### src/rtl/dslope_pkg.sv
package dslope_pkg;
  typedef enum logic [1:0] {
    PH_IDLE = 2'd0,
    PH_UP   = 2'd1,
    PH_DOWN = 2'd2
  } phase_t;
endpackage

### src/rtl/dslope_sync.sv
module dslope_sync #(
  parameter int STAGES = 2
) (
  input  logic clk,
  input  logic rst_n,
  input  logic d_i,
  output logic q_o
);
  logic [STAGES-1:0] chain;

  always_ff @(posedge clk or negedge rst_n) begin
    if (!rst_n) chain <= '0;
    else        chain <= {chain[STAGES-2:0], d_i};
  end

  assign q_o = chain[STAGES-1];
endmodule

### src/rtl/dslope_counter.sv
module dslope_counter #(
  parameter int W = 10
) (
  input  logic         clk,
  input  logic         rst_n,
  input  logic         clr_i,
  input  logic         inc_i,
  output logic [W-1:0] cnt_o,
  output logic         full_o
);
  logic [W-1:0] cnt_q, cnt_d;

  always_comb begin
    cnt_d = cnt_q;
    if (clr_i)      cnt_d = '0;
    else if (inc_i) cnt_d = cnt_q + W'(1);
  end

  always_ff @(posedge clk or negedge rst_n) begin
    if (!rst_n) cnt_q <= '0;
    else        cnt_q <= cnt_d;
  end

  assign cnt_o  = cnt_q;
  assign full_o = &cnt_q;
endmodule

### src/rtl/dslope_fsm.sv
module dslope_fsm
  import dslope_pkg::*;
(
  input  logic clk,
  input  logic rst_n,
  input  logic start_i,
  input  logic trip_i,
  input  logic full_i,
  output logic cnt_clr_o,
  output logic cnt_inc_o,
  output logic load_o,
  output logic sat_o,
  output logic sel_ref_o,
  output logic busy_o
);
  phase_t ph_q, ph_d;

  always_comb begin
    ph_d      = ph_q;
    cnt_clr_o = 1'b0;
    cnt_inc_o = 1'b0;
    load_o    = 1'b0;
    sat_o     = 1'b0;
    unique case (ph_q)
      PH_IDLE: begin
        if (start_i) begin
          ph_d      = PH_UP;
          cnt_clr_o = 1'b1;
        end
      end
      PH_UP: begin
        if (full_i) begin
          ph_d      = PH_DOWN;
          cnt_clr_o = 1'b1;
        end else begin
          cnt_inc_o = 1'b1;
        end
      end
      PH_DOWN: begin
        if (trip_i) begin
          ph_d   = PH_IDLE;
          load_o = 1'b1;
        end else if (full_i) begin
          ph_d  = PH_IDLE;
          sat_o = 1'b1;
        end else begin
          cnt_inc_o = 1'b1;
        end
      end
      default: ph_d = PH_IDLE;
    endcase
  end

  always_ff @(posedge clk or negedge rst_n) begin
    if (!rst_n) ph_q <= PH_IDLE;
    else        ph_q <= ph_d;
  end

  assign sel_ref_o = (ph_q == PH_DOWN);
  assign busy_o    = (ph_q != PH_IDLE);
endmodule

### src/rtl/dslope_seq.sv
module dslope_seq #(
  parameter int RES_W     = 10,
  parameter int SYNC_STGS = 2
) (
  input  logic             clk,
  input  logic             rst_n,
  input  logic             start_i,
  input  logic             cmp_i,
  output logic             sel_ref_o,
  output logic             busy_o,
  output logic             done_o,
  output logic             ovr_o,
  output logic [RES_W-1:0] result_o
);
  logic             trip_s;
  logic             cnt_clr, cnt_inc, cnt_full;
  logic             load, sat;
  logic [RES_W-1:0] cnt;
  logic [RES_W-1:0] res_q;
  logic             ovr_q, done_q;

  dslope_sync #(.STAGES(SYNC_STGS)) u_sync (
    .clk   (clk),
    .rst_n (rst_n),
    .d_i   (cmp_i),
    .q_o   (trip_s)
  );

  dslope_counter #(.W(RES_W)) u_cnt (
    .clk    (clk),
    .rst_n  (rst_n),
    .clr_i  (cnt_clr),
    .inc_i  (cnt_inc),
    .cnt_o  (cnt),
    .full_o (cnt_full)
  );

  dslope_fsm u_fsm (
    .clk       (clk),
    .rst_n     (rst_n),
    .start_i   (start_i),
    .trip_i    (trip_s),
    .full_i    (cnt_full),
    .cnt_clr_o (cnt_clr),
    .cnt_inc_o (cnt_inc),
    .load_o    (load),
    .sat_o     (sat),
    .sel_ref_o (sel_ref_o),
    .busy_o    (busy_o)
  );

  // result register: written only when a conversion ends
  always_ff @(posedge clk or negedge rst_n) begin
    if (!rst_n) begin
      res_q <= '0;
      ovr_q <= 1'b0;
    end else if (load) begin
      res_q <= cnt;
      ovr_q <= 1'b0;
    end else if (sat) begin
      res_q <= '1;
      ovr_q <= 1'b1;
    end
  end

  always_ff @(posedge clk or negedge rst_n) begin
    if (!rst_n) done_q <= 1'b0;
    else        done_q <= load | sat;
  end

  assign result_o = res_q;
  assign ovr_o    = ovr_q;
  assign done_o   = done_q;
endmodule

### config.mk
export PLATFORM = sky130hd
export DESIGN_NAME = dslope_seq
export DESIGN_NICKNAME = d
export VERILOG_FILES = /design/src/rtl/dslope_pkg.sv /design/src/rtl/dslope_sync.sv /design/src/rtl/dslope_counter.sv /design/src/rtl/dslope_fsm.sv /design/src/rtl/dslope_seq.sv
export SDC_FILE = /design/constraint.sdc
export NUM_CORES = 1
export LEC_CHECK = 0
export BUFFER_PORTS_ARGS = -buffer_cell sky130_fd_sc_hd__clkbuf_2
export CAP_MARGIN = 20
export CORE_MARGIN = 2
export CORE_UTILIZATION = 40
export CTS_CLUSTER_SIZE = 25
export DETAILED_ROUTE_END_ITERATION = 8
export HOLD_SLACK_MARGIN = 0.08
export PLACE_DENSITY = 0.67
export SLEW_MARGIN = 30
export SYNTH_ARGS = -nofsm -noshare
export SYNTH_HDL_FRONTEND = slang
export SYNTH_SLANG_ARGS = --single-unit
### constraint.sdc
create_clock -name clk -period 2 [get_ports clk]
set_input_delay 0.3 -clock clk [delete_from_list [all_inputs] [get_ports clk]]
set_output_delay 0.3 -clock clk [all_outputs]
set_load 0.01 [all_outputs]
==> implementation parameters <==
Parameter                              Value

Detailed routing
  DRC    0
  Mean number of vias per cell    5.93
  Drt pass-1 iters    4
  Iteration-0 DRC count of the detailed router    10
  Routed Wire Length    2.31 mm
  Average wire per cell in the routed design    14.8 µm
  Total number of vias    925
  Post-route antenna net violation count    0

Power and ir drop
  Power share of the clock group    29.6%
  Part of the power in combinational logic    21.6%
  Power density over the cells    873 nW/µm²
  Relative contribution of sequential cells to total power    48.9%
  Leakage dissipation    0.000622 µW
  Design internal power    859 µW
  Switching Power    347 µW
  Maximum ir drop on the vdd rail    445 µV
  Switching fraction of total power    28.8%
  Total power    1210 µW

Critical path
  Critical path peak fanout    6
  Worst path required time    2250 ps
  Sort of element at the start of the critical path    register
  Standard cell with the maximum stage delay on the critical path    sky130_fd_sc_hd__or4_1
  Type of destination of the critical path    register
  Worst-case register-to-register setup slack    130 ps
  Worst path top cell family by delay    simple AND/OR/NAND/NOR gates
  Critical path endpoint    u_cnt.cnt_o[7]
  Crit Path Class    reg -> reg
  Count of buffer and inverter cells on the critical path    1
  Length in cells of the worst reg-to-reg path    6
  Worst r2r src    u_fsm.ph_q[0]
  Endpoint of the worst-slack reg-to-reg timing path    u_cnt.cnt_o[7]
  Critical-path cell list    inv_1, ha_2, and2b_1, o2111ai_1, or4_1, a21oi_1
  Slowest Stage Delay on Critical Path    460 ps
  WP depth    6
  Arrival time at the worst endpoint    2120 ps
  Launching instance or port of the critical path    u_fsm.ph_q[0]

Timing
  Hold Vio Cnt, Final    0
  Max-slew violation count    0
  Final critical-path required period    1870 ps
  Fin Clk Skew    5.56 ps
  Number of setup violations in the final report    0
  Unrepaired setup endpoints after global routing    true
  Worst Max-Slew Pin Slew    634 ps
  Final period utilization    93.4%
  Maximum frequency from static timing analysis    0.535 GHz
  Setup tns final    0 ps
  Max_slew headroom    57.8%

Finish
  Leading cell type in the layout, fill and taps excluded    sky130_fd_sc_hd__dfrtp_1
  Most frequent cells in the layout    sky130_fd_sc_hd__dfrtp_1, sky130_fd_sc_hd__clkbuf_2, sky130_fd_sc_hd__a21oi_1
  Footprint of the multi-input gates    508 µm²
  Signed area change from the synthesized netlist to the final layout    13.1%
  Share of the core filled with cells in the final layout    46.3%
  Final #Nets    133
  Fill cell total of the finished layout    283
  Fraction of final layout cells with drive strength greater than 1    26.0%
  Footprint of the flip-flops and latches    651 µm²
  Antenna Diode Count    0

Yosys
  Register bit count reported by yosys    26
  Fraction of synthesized cell area taken by the top area cell type    53.3%
  Biggest area consumer among synthesized cells    sky130_fd_sc_hd__dfrtp_1
  Post-synthesis instance area    1220 µm²
  Sequential cell area fraction in the yosys report    53.3%
  Syn Inst Count    104
  Number of nets produced by synthesis    113
  Mean post-synth cell area    11.7 µm²
  Synthesis warning total    0
  Post-synthesis cell type count    29
  Biggest area contributors in the synthesized netlist    sky130_fd_sc_hd__dfrtp_1, sky130_fd_sc_hd__ha_1, sky130_fd_sc_hd__o22a_1, sky130_fd_sc_hd__a21oi_1, sky130_fd_sc_hd__buf_6

Floorplan
  Die Area    3510 µm²
  Height of the die    59.2 µm
  Die Width    59.2 µm
  Site row count    20
  Placeable core area    2980 µm²
  Initial core utilization    41.0%
  Num ports    18

Global route
  Total track usage    15.4%
  Antenna violations before repair    0
  Pin count of the biggest net entering global routing    27
  First-pass GRT wire length    4.16 mm
  Via count of the first global-routing pass    946
  GRT Residual Overflow    0

Min path
  Classification of the worst-slack hold path    reg -> reg
  Origin of the worst min-delay path    u_sync.chain[0]

Clock network
  Maximum number of buffers from clock root to sink    2
  Post-CTS Setup Inserts    0
  Num CTS Buffers    3
  TritonCTS clock tree    yes
  CTS clk-pin slew, worst paths    140 ps
  Clock insertion delay at the later pin of the skew report    320 ps
  Sink count of the clock tree    26
  Number of H-tree levels    1
  CTS root buf    sky130_fd_sc_hd__clkbuf_4

Run
  Max-cap viol count    0

Placed design
  DP HPWL    1.58 mm
  Port-buffer cells    17
  Final weighted congestion in routability-driven placement    0.794

Outcome
  Outcome    completed
==> per-layer routing <==
layer  track usage, %  share of wire [%]  wire length [µm]  vias to the layer above
met1             20.8                 47              1080                      460
met5                0                  0                 0                        -
met3             1.97                3.3                77                        2
met2             25.7                 49              1130                       22
met4             4.87               0.43                10                        0
li1                 -                  -                 -                      441
==> worst reg2reg max path, cell delays in order, from the launching register on <==
cell                        delay, ps
sky130_fd_sc_hd__dfrtp_1          420
sky130_fd_sc_hd__inv_1            120
sky130_fd_sc_hd__ha_2             240
sky130_fd_sc_hd__and2b_1          190
sky130_fd_sc_hd__o2111ai_1        220
sky130_fd_sc_hd__or4_1            460
sky130_fd_sc_hd__a21oi_1          150
==> cell families after synthesis <==
family          after synthesis  share of synthesized area, %
compound gates               38                          22.4
fa+ha+maj                     5                          5.13
buf+inv                       9                          5.33
flops                        26                          53.3
mux                           1                         0.923
simple gates                 25                          12.9
==> power groups by stage <==
stage / sequential (µW) / combinational, µW / clock, µW
after floorplan: 590 / 218 / 0
after global placement: 596 / 245 / 0
after detailed placement: 600 / 256 / 0
after CTS: 589 / 260 / 368
after global routing: 593 / 296 / 379
final: 589 / 260 / 356
==> how the worst min path moves through the flow <==
stage | to | cells after the start
finish | u_sync.chain[1] | 0
global route | u_sync.chain[1] | 0
CTS | u_sync.chain[1] | 0
detailed placement | u_sync.chain[1] | 0
global placement | done_o | 1
floorplan | done_o | 0
==> stage by stage <==
stage	instance area [µm²]	hold WS (ps)	setup WS, ps	cells
5_1_grt	1380	385	2.87	156
3_3_place_gp	1300	337	179	150
4_1_cts	1380	377	80.0	156
2_1_floorplan	1220	4.41	210	104
3_5_place_dp	1300	346	138	150
6_report	1380	373	132	156
==> state kept, by name, summed over array words and instances (netlist names) <==
signal,count
result_o,10
u_fsm.ph_q,2
u_sync.chain,2
ovr_o,1
u_cnt.cnt_o,10
done_o,1
==> synthesized netlist by cell type, drive strengths merged <==
| cell | instances |
|---|---|
| o21ai | 5 |
| or4 | 6 |
| and2 | 1 |
| inv | 4 |
| and3 | 1 |
| o21a | 1 |
| dfrtp | 26 |
| buf | 5 |
| or3b | 1 |
| o2111ai | 1 |
| nor3 | 1 |
| and2b | 1 |
| o41ai | 1 |
| nand4 | 3 |
| a21oi | 12 |
| o31ai | 6 |
| mux2 | 1 |
| a22o | 1 |
| or3 | 3 |
| o22a | 10 |
| nand2b | 1 |
| a32o | 1 |
| ha | 5 |
| nor2 | 1 |
| nand3 | 3 |
| nand2 | 3 |
==> area by class of cell <==
class | count | share of cell area, %
Sequential cell | 26 | 47.1
Multi-Input combinational cell | 69 | 36.8
Timing Repair Buffer | 20 | 8.16
Tap cell | 33 | 2.99
Clock inverter | 1 | 2.18
Clock buffer | 3 | 1.63
Inverter | 4 | 1.09
==> timing repair <==
action,4_1_cts,5_1_grt
endpoints found under the hold margin,27,0
resized for setup,0,2
endpoints found under the setup margin,0,12
hold buffers,2,0
Power figures use the tool's default switching activity.
